<file path="src/rtl/i2c_rp_pkg.sv">
package i2c_rp_pkg;
  typedef enum logic [2:0] {
    ST_IDLE,
    ST_RX,
    ST_ACK_SET,
    ST_ACK_HOLD,
    ST_TX,
    ST_MACK,
    ST_MACK_END,
    ST_IGNORE
  } slv_state_t;

  typedef enum logic [1:0] {
    K_DEV,
    K_ADDR,
    K_DATA,
    K_EXTRA
  } byte_kind_t;
endpackage

</file>
<file path="src/rtl/i2c_rp_sync.sv">
module i2c_rp_sync #(
  parameter int STAGES = 2
) (
  input  logic clk,
  input  logic rst,
  input  logic scl_i,
  input  logic sda_i,
  output logic scl_s,
  output logic sda_s,
  output logic scl_rise,
  output logic scl_fall,
  output logic start_det,
  output logic stop_det
);
  logic [STAGES-1:0] scl_pipe;
  logic [STAGES-1:0] sda_pipe;
  logic scl_q;
  logic sda_q;

  always_ff @(posedge clk) begin
    if (rst) begin
      scl_pipe <= '1;
      sda_pipe <= '1;
      scl_q    <= 1'b1;
      sda_q    <= 1'b1;
    end else begin
      scl_pipe <= {scl_pipe[STAGES-2:0], scl_i};
      sda_pipe <= {sda_pipe[STAGES-2:0], sda_i};
      scl_q    <= scl_pipe[STAGES-1];
      sda_q    <= sda_pipe[STAGES-1];
    end
  end

  assign scl_s     = scl_pipe[STAGES-1];
  assign sda_s     = sda_pipe[STAGES-1];
  assign scl_rise  = scl_s & ~scl_q;
  assign scl_fall  = ~scl_s & scl_q;
  assign start_det = scl_s & scl_q & sda_q & ~sda_s;
  assign stop_det  = scl_s & scl_q & ~sda_q & sda_s;
endmodule

</file>
<file path="src/rtl/i2c_rp_ptr.sv">
module i2c_rp_ptr #(
  parameter int          AW   = 8,
  parameter logic [AW-1:0] LAST = 8'h2F
) (
  input  logic          clk,
  input  logic          rst,
  input  logic          load,
  input  logic [AW-1:0] load_val,
  input  logic          inc,
  output logic [AW-1:0] ptr
);
  always_ff @(posedge clk) begin
    if (rst)       ptr <= '0;
    else if (load) ptr <= load_val;
    else if (inc)  ptr <= (ptr == LAST) ? '0 : ptr + 1'b1;
  end


  ptr_wrap_chk: assert property (@(posedge clk) disable iff (rst)
    (inc && !load && ptr == LAST) |=> (ptr == '0));


  ptr_hold_chk: assert property (@(posedge clk) disable iff (rst)
    (!inc && !load) |=> $stable(ptr));
endmodule

</file>
<file path="src/rtl/i2c_regport_slave.sv">
module i2c_regport_slave
  import i2c_rp_pkg::*;
#(
  parameter int            AW       = 8,
  parameter logic [6:0]    DEV_ADDR = 7'b1101111,
  parameter logic [AW-1:0] PTR_LAST = 8'h2F,
  parameter int            SYNC_STG = 2
) (
  input  logic          clk,
  input  logic          rst,
  input  logic          scl_i,
  input  logic          sda_i,
  output logic          sda_oe,
  output logic          reg_we,
  output logic [AW-1:0] reg_waddr,
  output logic [7:0]    reg_wdata,
  output logic [AW-1:0] reg_raddr,
  input  logic [7:0]    reg_rdata
);
  localparam int BYTE_W = 8;
  localparam int CNT_W  = $clog2(BYTE_W);
  localparam logic [CNT_W-1:0] CNT_LAST = CNT_W'(BYTE_W - 1);

  logic scl_s, sda_s, scl_rise, scl_fall, start_det, stop_det;
  slv_state_t state;
  byte_kind_t kind;
  logic [CNT_W-1:0] bitcnt;
  logic [BYTE_W-1:0] sr;
  logic [BYTE_W-1:0] byte_in;
  logic rw;
  logic ptr_load, ptr_inc;
  logic [AW-1:0] ptr;

  i2c_rp_sync #(.STAGES(SYNC_STG)) u_sync (
    .clk(clk), .rst(rst), .scl_i(scl_i), .sda_i(sda_i),
    .scl_s(scl_s), .sda_s(sda_s), .scl_rise(scl_rise), .scl_fall(scl_fall),
    .start_det(start_det), .stop_det(stop_det)
  );

  assign byte_in  = {sr[BYTE_W-2:0], sda_s};
  assign ptr_load = (state == ST_RX) && scl_rise && (bitcnt == CNT_LAST) &&
                    (kind == K_ADDR) && !start_det && !stop_det;
  assign ptr_inc  = (state == ST_TX) && scl_fall && (bitcnt == CNT_LAST) &&
                    !start_det && !stop_det;

  i2c_rp_ptr #(.AW(AW), .LAST(PTR_LAST)) u_ptr (
    .clk(clk), .rst(rst), .load(ptr_load), .load_val(AW'(byte_in)),
    .inc(ptr_inc), .ptr(ptr)
  );

  assign reg_raddr = ptr;

  function automatic byte_kind_t next_kind(byte_kind_t k);
    case (k)
      K_DEV:   return K_ADDR;
      K_ADDR:  return K_DATA;
      default: return K_EXTRA;
    endcase
  endfunction

  always_ff @(posedge clk) begin
    if (rst) begin
      state     <= ST_IDLE;
      kind      <= K_DEV;
      bitcnt    <= '0;
      sr        <= '0;
      rw        <= 1'b0;
      sda_oe    <= 1'b0;
      reg_we    <= 1'b0;
      reg_waddr <= '0;
      reg_wdata <= '0;
    end else begin
      reg_we <= 1'b0;
      if (start_det) begin
        state  <= ST_RX;
        kind   <= K_DEV;
        bitcnt <= '0;
        sda_oe <= 1'b0;
      end else if (stop_det) begin
        state  <= ST_IDLE;
        sda_oe <= 1'b0;
      end else begin
        case (state)
          ST_RX: if (scl_rise) begin
            sr     <= byte_in;
            bitcnt <= bitcnt + 1'b1;
            if (bitcnt == CNT_LAST) begin
              case (kind)
                K_DEV: begin
                  if (byte_in[7:1] == DEV_ADDR) begin
                    rw    <= byte_in[0];
                    state <= ST_ACK_SET;
                  end else begin
                    state <= ST_IGNORE;
                  end
                end
                K_ADDR: state <= ST_ACK_SET;
                K_DATA: begin
                  reg_we    <= 1'b1;
                  reg_waddr <= ptr;
                  reg_wdata <= byte_in;
                  state     <= ST_ACK_SET;
                end
                default: state <= ST_IGNORE;
              endcase
            end
          end
          ST_ACK_SET: if (scl_fall) begin
            sda_oe <= 1'b1;
            state  <= ST_ACK_HOLD;
          end
          ST_ACK_HOLD: if (scl_fall) begin
            bitcnt <= '0;
            if (kind == K_DEV && rw) begin
              sr     <= reg_rdata;
              sda_oe <= ~reg_rdata[7];
              state  <= ST_TX;
            end else begin
              sda_oe <= 1'b0;
              kind   <= next_kind(kind);
              state  <= ST_RX;
            end
          end
          ST_TX: if (scl_fall) begin
            if (bitcnt == CNT_LAST) begin
              sda_oe <= 1'b0;
              state  <= ST_MACK;
            end else begin
              bitcnt <= bitcnt + 1'b1;
              sr     <= sr << 1;
              sda_oe <= ~sr[BYTE_W-2];
            end
          end
          ST_MACK: if (scl_rise) begin
            state <= sda_s ? ST_IGNORE : ST_MACK_END;
          end
          ST_MACK_END: if (scl_fall) begin
            bitcnt <= '0;
            sr     <= reg_rdata;
            sda_oe <= ~reg_rdata[7];
            state  <= ST_TX;
          end
          default: ;
        endcase
      end
    end
  end


  oe_rise_scl_low_chk: assert property (@(posedge clk) disable iff (rst)
    $rose(sda_oe) |-> !$past(scl_s));


  we_single_pulse_chk: assert property (@(posedge clk) disable iff (rst)
    reg_we |=> !reg_we);


  ignore_released_chk: assert property (@(posedge clk) disable iff (rst)
    (state == ST_IGNORE) |-> !sda_oe);


  master_nack_release_chk: assert property (@(posedge clk) disable iff (rst)
    (state == ST_MACK && scl_rise && sda_s && !start_det && !stop_det) |=> !sda_oe);


  start_clears_oe_chk: assert property (@(posedge clk) disable iff (rst)
    start_det |=> (!sda_oe && !reg_we));
endmodule

</file>
<file path="config.mk">
export PLATFORM = sky130hd
export DESIGN_NAME = i2c_regport_slave
export DESIGN_NICKNAME = d
export VERILOG_FILES = /design/src/rtl/i2c_rp_pkg.sv /design/src/rtl/i2c_rp_sync.sv /design/src/rtl/i2c_rp_ptr.sv /design/src/rtl/i2c_regport_slave.sv
export SDC_FILE = /design/constraint.sdc
export NUM_CORES = 1
export LEC_CHECK = 0
export BUFFER_PORTS_ARGS = -buffer_cell sky130_fd_sc_hd__buf_2
export CELL_PAD_IN_SITES_DETAIL_PLACEMENT = 1
export CELL_PAD_IN_SITES_GLOBAL_PLACEMENT = 1
export CORE_UTILIZATION = 43
export CTS_CLUSTER_SIZE = 12
export DETAILED_ROUTE_END_ITERATION = 8
export MAX_ROUTING_LAYER = met4
export PLACE_DENSITY_LB_ADDON = 0.1
export SYNTH_ARGS = -nofsm -noshare
export SYNTH_HDL_FRONTEND = slang
export SYNTH_SLANG_ARGS = --single-unit
</file>
<file path="constraint.sdc">
create_clock -name clk -period 2.48 [get_ports clk]
set_clock_uncertainty 0.15 [all_clocks]
set_input_delay 0.496 -clock clk [delete_from_list [all_inputs] [get_ports clk]]
set_output_delay 0.496 -clock clk [all_outputs]
set_load 0.05 [all_outputs]
</file>
* Word level (Yosys, flattened, before mapping)
Cells that the tools add are included.
Cells by class: add/sub/neg operators 2, reductions and logical operators 32, bitwise gates (word level) 19, equality and inequality tests 30, multiplexer cells 39
Operator list (count):
- 3-bit 2-to-1 mux | 14
- 7-bit 2-to-1 mux | 6
- 7-bit one-hot mux with 4 select lines | 1
- 9-bit AND reduction | 3
- 8-bit 2-to-1 mux | 3
- 4-bit inequality test, second input constant | 6
- 3-bit one-hot mux with 6 select lines | 1
- 2-bit inequality test, second input constant | 8
- 3-bit equality test, second input constant | 4
- 1-bit inverter | 12
- 6-bit AND reduction | 2
- 1-bit logical AND | 10
- 1-bit 2-to-1 mux | 10
- 3-bit one-hot mux with 3 select lines | 1
- 8-bit by 1-bit adder with 8-bit output, second input constant | 1
- 8-bit by 6-bit equality test with 1-bit output, second input constant | 1
- 4-bit by 3-bit inequality test with 1-bit output, second input constant | 2
- 4-bit nonzero test | 2
- 8-bit nonzero test | 1
- 1-bit bitwise AND | 7
- 7-bit equality test, second input constant | 1
- 7-bit AND reduction | 1
- 3-bit by 2-bit equality test with 1-bit output, second input constant | 2
- 2-bit by 1-bit inequality test with 1-bit output, second input constant | 3
- other kinds (17) | 20
Storage, ports and cells: word-level logic and storage cells 137, output and inout bits 26, register bits 48, input port bits 12

* Depth between registers and ports, before layout
depth in word-level cells 8, mapped depth 8, gate-level depth less buffers 6

* Modules after synthesis
Synthesis repeated with hierarchy kept, for this count alone.
Second synthesis, totals: cells, all modules 298, area total of the unflattened synthesis 2489.9 µm²
By module, submodules not included:
- i2c_regport_slave | times used 1, area an instance 1801.7 µm², sequential area each 680.7 µm², cells an instance 223
- i2c_rp_ptr | times used 1, area an instance 498.0 µm², sequential area each 160.2 µm², cells an instance 59
- i2c_rp_sync | times used 1, area an instance 190.2 µm², sequential area each 120.1 µm², cells an instance 16

* Worst setup path before layout
OpenSTA, ideal clock, no wires.
path type register to register, start point register u_ptr.ptr[0], end point register u_ptr.ptr[5], stages on the path, launching flop included 6, buffers on the path 0, path slack 342 ps, period minus slack after synthesis 2138 ps, required time 2200 ps, arrival time 1857 ps, cell sequence dfxtp_1 -> ha_1 -> nand3_1 -> or3b_2 -> o211ai_1 -> a221oi_1
Between the ends: cells in the longest elaborated chain, start to end 4, elaborated cells between the ends (all ways) 5, classes of those cells add/sub: 1; eq/ne: 1; mux: 3
Ends and longest elaborated chain:
- from (decl) | line i2c_rp_ptr.sv:10 | output logic [AW-1:0] ptr
- from (signal assigned) | line i2c_rp_ptr.sv:14 | else if (load) ptr <= load_val;
- from (signal assigned) | line i2c_rp_ptr.sv:15 | else if (inc) ptr <= (ptr == LAST) ? '0 : ptr + 1'b1;
- 8-bit by 1-bit adder with 8-bit output or 8-bit by 6-bit equality test with 1-bit output (tied branches) | line i2c_rp_ptr.sv:15
- 8-bit 2-to-1 mux (*) (2 in series) | line i2c_rp_ptr.sv:15
- 8-bit 2-to-1 mux (*) | line i2c_rp_ptr.sv:14
Mark *: on every way between the ends. The rest lies on a longest branch, timed or not. The select of a mux whose other input is x is not followed. A chain may end at the register's enable or synchronous reset.

* Worst setup path in the final report
start point register bitcnt[0], end point register u_ptr.ptr[4]
Between the ends: cells in the longest elaborated chain, start to end 6, elaborated cells between the ends (all ways) 10, classes of those cells eq/ne: 1; mux: 1; reduce/logical: 8
Ends and longest elaborated chain:
- from (decl) | line i2c_regport_slave.sv:27 | logic [CNT_W-1:0] bitcnt;
- from (signal assigned) | line i2c_regport_slave.sv:86 | bitcnt <= bitcnt + 1'b1;
- from (signal assigned) | line i2c_regport_slave.sv:129 | bitcnt <= bitcnt + 1'b1;
- 3-bit equality test (*) | line i2c_regport_slave.sv:41, i2c_regport_slave.sv:43
- 1-bit logical AND (2 in series) | line i2c_regport_slave.sv:41 | assign ptr_load = (state == ST_RX) && scl_rise && (bitcnt == CNT_LAST) &&
- 1-bit logical AND (2 in series) | line i2c_regport_slave.sv:42 | (kind == K_ADDR) && !start_det && !stop_det;
- 8-bit 2-to-1 mux or 2-bit nonzero test (tied branches)
Mark *: on every way between the ends. The rest lies on a longest branch, timed or not.

==> impl_metrics.ini <==
[worst_setup_path]
cp_top_family = simple AND/OR/NAND/NOR gates
cp.depth = 6
crit_path_cell_trace = ha_1, ha_1, and3b_2, nand2_2, or4_1, a311oi_1
worstSetupEndpoint = u_ptr.ptr[4]$_SDFFE_PP0P_
reg2reg_slack_ns = 0.25
startpoint = bitcnt[0]$_SDFFE_PP0P_
reg2reg_from = bitcnt[0]$_SDFFE_PP0P_
criticalPathCategory = flop to flop
r2r_end = u_ptr.ptr[4]$_SDFFE_PP0P_
path_max_fanout = 9
crit_required_ns = 2.54
cp_slowest_stage_delay_ns = 0.52
path_common_cell = ha_1
cp-start-kind = flop
arrival_ns = 2.29
worst-path-buf-inv = 0
cp_slowest_cell = or4_1
cp-end-kind = flop
rr_worst_depth = 6

[clocking]
cts.htree.levels = 2
cts_sinks = 48
numCtsBuffers = 5
cts_buffer_depth = 2
hold_buffers = 0
clk_pin_slew_ns = 0.09
post_cts_buffers = 0
cts-root-buf = clkbuf_8
cts_resized = 0
cts_tree = done
clkLatencyLatePin_ns = 0.30

[global_routing]
grt_pass1_vias = 2218
grt_first_pass_wirelength_mm = 11.53
antenna_found_initial = 0
gr-usage-all-layers_pct = 24.29
grt_max_degree = 27
overflow = 0

[floorplanning]
core_um2 = 5642
die-area_um2 = 6292
start_util_pct = 45.58
pin_count = 38
chipHeight_um = 79.33
die_w_um = 79.33
floorplan.rows = 27

[synth]
yosys_warnings = 0
synth_top_flop_cell = dfxtp_1
ys_seq_elements = 48
ys_types = 59
syn-cell-area_um2 = 2571
synth_largest_area_cell = dfxtp_1
synth_top_area_share_pct = 37.37
ys_top_cells_by_count = 48 x dfxtp_1, 25 x nor2_1, 22 x nand3_1
synth.avg_cell_area_um2 = 8.990
synth-edff-count = 0
synthArstFlopShare_pct = 0
synth-seq-area-share_pct = 37.37
yosysMostFrequentCell = dfxtp_1
syn_nets = 305
synth_area_leaders = dfxtp_1 37%, mux2i_1 6.2%, nand3_1 4.3%
syn-instance-count = 286

[sta]
layout_min_cycle_time_ns = 2.228
finalHoldViolCount = 0
max_slew_margin_pct = 63.94
setup_violations = 0
fmax_ghz = 0.4488
worst_pin_slew_ns = 0.5370
finalSetupTns_ns = 0
rsz0062_at_grt = no
setup_ws_ns = 0.2516
hold_ws_ns = 0.2268
slew_viol_final = 0
post-route-period-util_pct = 89.85

[run]
cap_viol_max_count = 0

[place]
dp_hpwl_mm = 4.982
pre_cts_slack_ns = 0.3137
io_buffers = 37
globalplace.congestion = 0.8853

[power]
power_leakage_nw = 1.297
p_per_area_nw_per_um2 = 519.0
peakVddDrop_mv = 0.3412

[route]
routed_wl_mm = 6.777
ant_nets = 0
drtIter0Drc = 145
wl_per_cell_um = 17.07
firstDrtPassIters = 4
post_drt_via_cell_ratio = 5.703
drc = 0
dr_total_vias = 2264

[worst_hold_path]
min_path_type = input port to flop
holdPathStages = 2

[cells_and_area]
num_antenna_cells = 0
nets = 344
final_util_pct = 52.16
syn2layout_area_growth_pct = 14.45
drive_above_1_share_pct = 22.77

[run_status]
status = completed
==> stage by stage <==
| step | std cells | cell area (µm²) | power [mW] |
|---|---|---|---|
| 2_1_floorplan | 286 | 2571 | 0.8543 |
| 3_3_place_gp | 390 | 2814 | 0.8813 |
| 3_5_place_dp | 390 | 2814 | 0.8812 |
| 4_1_cts | 397 | 2943 | 1.547 |
| 5_1_grt | 397 | 2943 | 1.588 |
| 6_report | 397 | 2943 | 1.527 |
==> how the worst min path moves through the flow <==
stage | startpoint | endpoint | slack [ns]
finish | scl_i | u_sync.scl_pipe[0]$_SDFF_PP1_ | 0.23
global route | sda_i | u_sync.sda_pipe[0]$_SDFF_PP1_ | 0.21
CTS | sda_i | u_sync.sda_pipe[0]$_SDFF_PP1_ | 0.21
detailed placement | u_sync.scl_pipe[0]$_SDFF_PP1_ | u_sync.scl_pipe[1]$_SDFF_PP1_ | 0.25
global placement | u_sync.sda_pipe[0]$_SDFF_PP1_ | u_sync.sda_pipe[1]$_SDFF_PP1_ | 0.25
floorplan | u_sync.scl_pipe[0]$_SDFF_PP1_ | u_sync.scl_pipe[1]$_SDFF_PP1_ | 0.24
==> per-layer routing <==
layer | vias to the layer above | routed length, µm | GRT usage [%]
li1 | 1111 | - | -
met1 | 1100 | 3375 | 33.12
met2 | 48 | 3117 | 38.02
met3 | 5 | 223 | 3.448
met4 | 0 | 61 | 5.455
met5 | - | 0 | -
==> logic make-up (layout without fill, tap and decap cells) <==
group	Yosys count	in the layout	synth area share (%)
flops	48	48	37.37
simple gates	116	116	26.28
fa+ha+maj	7	7	3.406
buf+inv	24	63	5.791
mux	23	23	9.294
compound gates	63	63	16.16
xor+xnor	5	5	1.703
==> where the power goes <==
part           switching, mW  internal, mW
Combinational         0.0465        0.0303
Sequential            0.0109         0.776
Clock                  0.266         0.397
Total                  0.323          1.20
==> cells in the final DEF, fill, tap and decap left out, types with 5 or more instances in the layout <==
| cell | Yosys | routed |
|---|---|---|
| dfxtp_1 | 48 | 48 |
| buf_2 | 2 | 37 |
| nor2_1 | 25 | 25 |
| nand3_1 | 22 | 22 |
| mux2i_1 | 16 | 16 |
| a21oi_1 | 15 | 15 |
| nand2_1 | 14 | 14 |
| o21ai_0 | 13 | 13 |
| buf_4 | 3 | 12 |
| nor2b_1 | 8 | 8 |
| inv_1 | 7 | 7 |
| o211ai_1 | 7 | 7 |
| mux2_1 | 7 | 7 |
| ha_1 | 7 | 7 |
| or2_2 | 6 | 6 |
| nand4_1 | 5 | 5 |
| a31oi_1 | 5 | 5 |
| a211oi_1 | 5 | 5 |
| clkbuf_8 | 3 | 5 |
==> final cells by class <==
class | count | area (µm²)
Fill cell | 675 | 2699
Multi-Input combinational cell | 214 | 1461
Sequential cell | 48 | 960.9
Timing Repair Buffer | 49 | 275.3
Tap cell | 72 | 90.09
Clock buffer | 5 | 68.82
Clock inverter | 2 | 60.06
Inverter | 7 | 26.28
==> registers in the layout, summed over array words and instances (netlist names) <==
register,cells
u_sync.sda_pipe,2
sr,7
u_ptr.ptr,8
u_sync.scl_q,1
state,3
u_sync.scl_pipe,2
reg_waddr,8
reg_we,1
u_sync.sda_q,1
sda_oe,1
rw,1
reg_wdata,8
bitcnt,3
kind,2
No activity file was read; power rests on OpenSTA's default activity.
